## config.mk

```make
export PLATFORM = sky130hd
export DESIGN_NAME = brdctl_regs
export DESIGN_NICKNAME = d
export VERILOG_FILES = /design/src/rtl/brdctl_pkg.sv /design/src/rtl/brdctl_charbank.sv /design/src/rtl/brdctl_i2c_port.sv /design/src/rtl/brdctl_regs.sv
export SDC_FILE = /design/constraint.sdc
export NUM_CORES = 1
export LEC_CHECK = 0
export BUFFER_PORTS_ARGS = -buffer_cell sky130_fd_sc_hd__buf_2
export CAP_MARGIN = 20
export CELL_PAD_IN_SITES_DETAIL_PLACEMENT = 1
export CELL_PAD_IN_SITES_GLOBAL_PLACEMENT = 2
export CORE_MARGIN = 5
export CORE_UTILIZATION = 30
export DETAILED_ROUTE_END_ITERATION = 10
export GPL_ROUTABILITY_DRIVEN = 1
export MAX_ROUTING_LAYER = met4
export PLACE_DENSITY_LB_ADDON = 0.1
export SYNTH_ARGS = -nofsm -noshare
export SYNTH_HDL_FRONTEND = slang
export SYNTH_SLANG_ARGS = --single-unit
```

## constraint.sdc

```tcl
create_clock -name clk -period 3.4 [get_ports clk]
set_clock_uncertainty 0.05 [all_clocks]
set_input_delay 0.68 -clock clk [delete_from_list [all_inputs] [get_ports clk]]
set_output_delay 0.68 -clock clk [all_outputs]
set_load 0.03 [all_outputs]
```

## src/rtl/brdctl_pkg.sv

```systemverilog
package brdctl_pkg;

   localparam int unsigned OFF_W = 20;

   typedef logic [OFF_W-1:0] off_t;

   localparam off_t OFS_SWITCH  = 20'h00200;
   localparam off_t OFS_STATUS  = 20'h00208;
   localparam off_t OFS_JUMPER  = 20'h00210;
   localparam off_t OFS_LEDS    = 20'h00408;
   localparam off_t OFS_HEXWORD = 20'h00410;
   localparam off_t OFS_SLOT0   = 20'h00418;
   localparam off_t OFS_SWRST   = 20'h00500;
   localparam off_t OFS_BRK     = 20'h00508;
   localparam off_t OFS_GPOUT   = 20'h00A00;
   localparam off_t OFS_GPIN    = 20'h00A08;
   localparam off_t OFS_I2CIN   = 20'h00B00;
   localparam off_t OFS_I2COE   = 20'h00B08;
   localparam off_t OFS_I2COUT  = 20'h00B10;
   localparam off_t OFS_I2CSEL  = 20'h00B18;

   localparam logic [31:0] SWRST_KEY = 32'h0000_0042;
   localparam logic [7:0]  BRK_RST   = 8'h0A;
   localparam logic [7:0]  BLANK_CH  = 8'h20;

   // Uppercase ASCII digit for one nibble.
   function automatic logic [7:0] nib2ascii(input logic [3:0] n);
      if (n < 4'd10) return 8'h30 + {4'h0, n};
      else           return 8'h37 + {4'h0, n};
   endfunction

endpackage

```

## src/rtl/brdctl_charbank.sv

```systemverilog
module brdctl_charbank
   import brdctl_pkg::*;
#(
   parameter int unsigned N_CH  = 8,
   parameter int unsigned IDX_W = $clog2(N_CH)
) (
   input  logic              clk,
   input  logic              rst_n,
   input  logic              word_we,
   input  logic [N_CH*4-1:0] word,
   input  logic              slot_we,
   input  logic [IDX_W-1:0]  slot_idx,
   input  logic [7:0]        slot_byte,
   output logic [N_CH*8-1:0] chars
);

   initial begin
      assert (N_CH >= 2) else $error("brdctl_charbank: N_CH must be at least 2");
   end

   for (genvar k = 0; k < N_CH; k++) begin : g_slot
      localparam int unsigned NIB = N_CH - 1 - k;
      always_ff @(posedge clk or negedge rst_n) begin
         if (!rst_n)
            chars[8*k +: 8] <= BLANK_CH;
         else if (word_we)
            chars[8*k +: 8] <= nib2ascii(word[4*NIB +: 4]);
         else if (slot_we && (slot_idx == IDX_W'(k)))
            chars[8*k +: 8] <= slot_byte;
      end
   end

   AST_CHARS_HOLD: assert property (@(posedge clk) disable iff (!rst_n)
      !(word_we || slot_we) |=> $stable(chars));

endmodule

```

## src/rtl/brdctl_i2c_port.sv

```systemverilog
module brdctl_i2c_port #(
   parameter int unsigned DATA_W = 32,
   parameter logic [DATA_W-1:0] IN_RST  = 3,
   parameter logic [DATA_W-1:0] OUT_RST = 3
) (
   input  logic              clk,
   input  logic              rst_n,
   input  logic              oe_we,
   input  logic              out_we,
   input  logic              sel_we,
   input  logic [DATA_W-1:0] wdata,
   input  logic              sda_i,
   output logic [1:0]        oe_q,
   output logic [DATA_W-1:0] out_q,
   output logic              sel_q,
   output logic [DATA_W-1:0] in_word,
   output logic              scl_o,
   output logic              sda_o
);

   initial begin
      assert (DATA_W >= 2) else $error("brdctl_i2c_port: DATA_W too small");
   end

   always_ff @(posedge clk or negedge rst_n) begin
      if (!rst_n) begin
         oe_q  <= 2'b00;
         out_q <= OUT_RST;
         sel_q <= 1'b1;
      end else begin
         if (oe_we)  oe_q  <= wdata[1:0];
         if (out_we) out_q <= wdata;
         if (sel_we) sel_q <= wdata[0];
      end
   end

   assign scl_o   = out_q[1];
   assign sda_o   = out_q[0];
   assign in_word = {IN_RST[DATA_W-1:1], sda_i};

   AST_LINE_TRACK: assert property (@(posedge clk) disable iff (!rst_n)
      out_we |=> (scl_o == $past(wdata[1])) && (sda_o == $past(wdata[0])));

endmodule

```

## src/rtl/brdctl_regs.sv

```systemverilog
module brdctl_regs
   import brdctl_pkg::*;
#(
   parameter int unsigned ADDR_W     = 32,
   parameter int unsigned DATA_W     = 32,
   parameter bit          BIG_ENDIAN = 1'b1,
   localparam int unsigned N_CH      = DATA_W / 4,
   localparam int unsigned IDX_W     = $clog2(N_CH)
) (
   input  logic              clk,
   input  logic              rst_n,
   input  logic              bus_wr,
   input  logic              bus_rd,
   input  logic [ADDR_W-1:0] bus_addr,
   input  logic [DATA_W-1:0] bus_wdata,
   output logic [DATA_W-1:0] bus_rdata,
   input  logic              sda_i,
   output logic              scl_o,
   output logic              sda_o,
   output logic [7:0]        led_bar,
   output logic [7:0]        brk_byte,
   output logic [7:0]        gp_out,
   output logic [N_CH*8-1:0] disp_chars,
   output logic              sys_rst_req
);

   initial begin
      assert (DATA_W == 32) else $error("brdctl_regs: DATA_W must be 32");
      assert (ADDR_W > OFF_W) else $error("brdctl_regs: ADDR_W must exceed offset width");
   end

   localparam off_t SLOT_LAST = OFS_SLOT0 + off_t'((N_CH - 1) * 8);

   off_t off;
   logic unused_addr_hi;
   assign off            = bus_addr[OFF_W-1:0];
   assign unused_addr_hi = ^bus_addr[ADDR_W-1:OFF_W];

   // ---------------- write decode ----------------
   logic wr_leds, wr_brk, wr_gpo, wr_swrst, wr_hex, wr_slot;
   logic wr_oe, wr_i2co, wr_sel;
   logic [IDX_W-1:0] slot_idx;
   off_t slot_rel;

   assign wr_leds  = bus_wr && (off == OFS_LEDS);
   assign wr_brk   = bus_wr && (off == OFS_BRK);
   assign wr_gpo   = bus_wr && (off == OFS_GPOUT);
   assign wr_swrst = bus_wr && (off == OFS_SWRST);
   assign wr_hex   = bus_wr && (off == OFS_HEXWORD);
   assign wr_oe    = bus_wr && (off == OFS_I2COE);
   assign wr_i2co  = bus_wr && (off == OFS_I2COUT);
   assign wr_sel   = bus_wr && (off == OFS_I2CSEL);
   assign slot_rel = off - OFS_SLOT0;
   assign slot_idx = slot_rel[IDX_W+2:3];
   assign wr_slot  = bus_wr && (off >= OFS_SLOT0) && (off <= SLOT_LAST)
                     && (off[2:0] == 3'b000);

   // ---------------- byte registers and reset request ----------------
   always_ff @(posedge clk or negedge rst_n) begin
      if (!rst_n) begin
         led_bar     <= 8'h00;
         brk_byte    <= BRK_RST;
         gp_out      <= 8'h00;
         sys_rst_req <= 1'b0;
      end else begin
         if (wr_leds) led_bar  <= bus_wdata[7:0];
         if (wr_brk)  brk_byte <= bus_wdata[7:0];
         if (wr_gpo)  gp_out   <= bus_wdata[7:0];
         sys_rst_req <= wr_swrst && (bus_wdata == SWRST_KEY);
      end
   end

   // ---------------- display characters ----------------
   brdctl_charbank #(.N_CH(N_CH), .IDX_W(IDX_W)) u_charbank (
      .clk       (clk),
      .rst_n     (rst_n),
      .word_we   (wr_hex),
      .word      (bus_wdata),
      .slot_we   (wr_slot),
      .slot_idx  (slot_idx),
      .slot_byte (bus_wdata[7:0]),
      .chars     (disp_chars)
   );

   // ---------------- bit-banged I2C group ----------------
   logic [1:0]        i2c_oe;
   logic [DATA_W-1:0] i2c_out;
   logic              i2c_sel;
   logic [DATA_W-1:0] i2c_in;

   brdctl_i2c_port #(.DATA_W(DATA_W)) u_i2c (
      .clk     (clk),
      .rst_n   (rst_n),
      .oe_we   (wr_oe),
      .out_we  (wr_i2co),
      .sel_we  (wr_sel),
      .wdata   (bus_wdata),
      .sda_i   (sda_i),
      .oe_q    (i2c_oe),
      .out_q   (i2c_out),
      .sel_q   (i2c_sel),
      .in_word (i2c_in),
      .scl_o   (scl_o),
      .sda_o   (sda_o)
   );

   // ---------------- identification constant ----------------
   logic [DATA_W-1:0] status_val;
   if (BIG_ENDIAN) begin : g_be
      assign status_val = DATA_W'(32'h12);
   end else begin : g_le
      assign status_val = DATA_W'(32'h10);
   end

   // ---------------- read mux ----------------
   logic [DATA_W-1:0] rd_mux;
   always_comb begin
      rd_mux = '0;
      case (off)
         OFS_STATUS: rd_mux = status_val;
         OFS_LEDS:   rd_mux = DATA_W'(led_bar);
         OFS_BRK:    rd_mux = DATA_W'(brk_byte);
         OFS_GPOUT:  rd_mux = DATA_W'(gp_out);
         OFS_GPIN:   rd_mux = i2c_sel ? i2c_out : '0;
         OFS_I2CIN:  rd_mux = i2c_in;
         OFS_I2COE:  rd_mux = DATA_W'(i2c_oe);
         OFS_I2COUT: rd_mux = i2c_out;
         OFS_I2CSEL: rd_mux = DATA_W'(i2c_sel);
         default:    rd_mux = '0;
      endcase
   end
   assign bus_rdata = bus_rd ? rd_mux : '0;

   // ---------------- assertions ----------------
   AST_REQ_CAUSE: assert property (@(posedge clk) disable iff (!rst_n)
      sys_rst_req |-> $past(bus_wr && (off == OFS_SWRST) && (bus_wdata == SWRST_KEY)));

   AST_REQ_WRONG_KEY: assert property (@(posedge clk) disable iff (!rst_n)
      (bus_wr && (off == OFS_SWRST) && (bus_wdata != SWRST_KEY)) |=> !sys_rst_req);

   AST_LED_HOLD: assert property (@(posedge clk) disable iff (!rst_n)
      !(bus_wr && (off == OFS_LEDS)) |=> $stable(led_bar));

   AST_GPO_HOLD: assert property (@(posedge clk) disable iff (!rst_n)
      !(bus_wr && (off == OFS_GPOUT)) |=> $stable(gp_out));

endmodule

```

==> summary.txt <==
STA
  • Minimum clock period: 3330 ps
  • Setup ws final: ~65 ps
  • RSZ-0062 raised after global routing: yes
  • Slew headroom: 34.2%
  • Slew Viols, Final: 0
  • F_max: 300 MHz
  • Hold Violations, Final: 0
  • Slew @ Worst Pin: 974 ps
  • Setup-failing EPs final: 0
  • Period utilisation layout: 98.1%
  • Final setup TNS: 0 ps

Layout
  • Register area: about 0.0031 mm^2
  • Ant diodes: 0
  • Share of cells above drive strength 1: between 30% and 40%
  • Multi-input gate area: between 0.003 and 0.004 mm^2
  • Synthesis-to-finish area growth: 30.3%
  • Nets: approximately 900
  • Final core utilization: 39.8%
  • # fillers: 2492

Setup path
  • CP Data Arrival Time: ~2600 ps
  • Crit path max-delay cell type: or4_4
  • R2R setup slack: 2460 ps
  • Element type at the critical path start: primary input
  • Worst r2r dst: u_charbank.chars[21]
  • WP data required: 2670 ps
  • Worst Reg-to-Reg Cells: 2
  • Maximum net fanout on the critical path: 30
  • Crit-path max cell delay: 560 ps
  • Crit Path Class: in2out
  • R2r startpoint: u_charbank.chars[21]
  • Worst setup EP type: primary output
  • Crit-path cells: buf_6 -> or4_4 -> nor4b_4 -> nor3b_4 -> buf_12 -> a222oi_1 -> nor2_2 -> buf_2

Synth
  • Simple-gate share of the synthesized area: between 15 and 20%
  • Flops & latches, synth: around 120
  • XOR/XNOR Fraction of Synth Area: 0.917%
  • Most common flop cell mapped by yosys: dfrtp_1
  • Sequential area share after synthesis: 46.6%
  • Post-synthesis mux area share: 15.5%
  • Largest family of logic cells by synthesized area: simple AND/OR/NAND/NOR gates
  • Post-synthesis net count: between 700 and 800
  • Syn Area/Cell: between 10 and 15 um^2
  • Synth Area in Compound Gates: between 10% and 20%
  • Distinct cells, synth: 63
  • Post-Syn Instances: 641
  • EDFF count, synth: 0
  • Syn Std Cell Area: 0.00669 mm^2
  • Top post-synthesis cells by area: dfrtp_1 42%, mux2i_1 5.4%, dfstp_2 5.1%
  • Synth top area share: about two fifths
  • Post-Synth Adder-Cell Area: 2.99%
  • Asr flop ratio synth: between 90% and 100%
  • Synth warn: 0
  • Cell accounting for the most synthesized area: dfrtp_1

Clock tree
  • Clock root buffer: clkbuf_16
  • CTS Buffer Depth: 2
  • Reg clk slew, reported paths: roughly 60 ps
  • # clock sinks: 124
  • H-tree Lvls: 4
  • CTS tree: done
  • CTS buffer count: 17
  • Clk_lat worst skew: ~400 ps
  • Hold_buf cts: 0

Detailed routing
  • Routed WL per cell: about 22 um
  • Via count: approximately 5.8k
  • DRT iter0 DRCs: 235
  • Drt pass-1 iters: 6
  • Vias per cell: 5.19
  • Drt drc: 0
  • Post-DRT Antenna Nets: 0
  • Routed Wire Length: 24.0 mm

Placement
  • DP Worst Slack: -3.54 ps
  • Routability cong.: 0.823
  • DP HPWL: roughly 18 mm
  • # port buffers: around 180

GRT
  • Vias in the first global route: 6321
  • First-pass GRT wire length: about 38 mm
  • Remaining Overflow, GRT: 0
  • Initial antenna violation count: 0
  • Largest net degree at the start of global routing: 80
  • Total track usage: roughly a fifth

Power and ir drop
  • Leakage Power: about 4.7 nW
  • Peak VDD IR: 314 uV
  • PD cells: around 410 mW/mm^2

Hold path
  • Hold Path Class: in2async

Die
  • Die X: between 150 and 200 um
  • Starting Density: just over 30%
  • Core area: 0.0219 mm^2
  • FP Rows: 54
  • Die H: about 160 um
  • Die area: roughly 0.025 mm^2
  • # IOs: around 190

Run status
  • Outcome: finished clean

Run
  • Max cap viols: 0
worst max-delay path, delay by kind of cell:
kind            cells  cell delay, ps
simple gates        4            1300
compound gates      1             130
buf+inv             3             500
flip-flops by register name (all words and copies together), names as in the netlist:
name and flops:
brk_byte 8, gp_out 8, led_bar 8, sys_rst_req 1, u_charbank.chars 64, u_i2c.oe_q 2
u_i2c.out_q 32, u_i2c.sel_q 1
timing repair:
item | 4_1_cts | 5_1_grt
pin swaps | 1 | 2
resized for setup | 3 | 57
setup endpoints to repair | 2 | 30
setup buffers | 1 | 0
cell usage in the layout (no fill, tap or decap), drive strengths merged, types with 23 or more instances in the layout:
cell   count
mux2      60
nand3     31
mux2i     36
inv       23
o21ai     27
and3      28
a21oi     40
dfrtp    111
nand2     47
nor2      24
buf      201
how the worst max path moves through the flow:
stage                       startpoint  slack [ps]  depth (start not counted)           end
after detailed placement  bus_addr[13]          -4                          8  bus_rdata[4]
final                      bus_addr[2]          70                          8  bus_rdata[6]
after global placement    bus_addr[13]         -10                          8  bus_rdata[4]
after floorplan            bus_addr[2]          30                          6  bus_rdata[0]
after global routing      bus_addr[16]         -50                          8  bus_rdata[5]
after CTS                 bus_addr[13]           6                          8  bus_rdata[2]
through the flow:
step / hold WS (ps) / cells / total power, mW / area [um^2]
4_1_cts: 239 / 1110 / 3.66 / 8620
3_5_place_dp: 426 / 1077 / 1.75 / 8000
5_1_grt: 273 / 1110 / 3.75 / 8720
3_3_place_gp: 417 / 1077 / 1.74 / 8000
6_report: 231 / 1110 / 3.62 / 8720
2_1_floorplan: 334 / 641 / 1.60 / 6700
cells in the mapped netlist, types with 16 or more instances:
| cell | n |
|---|---|
| ha_1 | 16 |
| nand2_1 | 47 |
| mux2_2 | 30 |
| dfrtp_1 | 111 |
| a21oi_1 | 40 |
| nor2_1 | 24 |
| inv_1 | 22 |
| clkbuf_1 | 31 |
| and3_1 | 28 |
| o21ai_0 | 26 |
| mux2_1 | 30 |
| nand3_1 | 31 |
| mux2i_1 | 36 |
layer usage:
layer | vias up | track usage [%] | wire length [um]
met3 | 18 | 3.55 | 943
met4 | 0 | 4.50 | 237
met1 | 2928 | 24.8 | 11000
li1 | 2695 | - | -
met5 | - | - | 0
met2 | 121 | 31.8 | 11800
logic make-up after synthesis:
family,Yosys count
muxes,96
and+or+nand+nor,202
adders and majority gates,16
xor gates and xnor gates,7
AOI/OAI and AO/OA,128
buffers and inverters,68
DFF,124
power by group:
group / leakage [nW] / internal (mW) / total (mW) / switching (mW)
Sequential: 1.69 / 1.48 / 1.48 / 0.0000406
Combinational: 2.76 / 0.0720 / 0.245 / 0.174
Clock: 0.288 / 1.17 / 1.89 / 0.720
Total: 4.73 / 2.72 / 3.62 / 0.894
area by class of cell:
| type | count | share of cell area [%] |
|---|---|---|
| flip-flops and latches | 124 | 35.8 |
| clock buffers | 18 | 5.04 |
| repair buffers | 203 | 14.2 |
| inverters | 22 | 0.947 |
| clock inverters | 14 | 1.95 |
| well taps | 280 | 4.02 |
| multi-input cells | 449 | 38.0 |
Power figures use the tool's default switching activity.
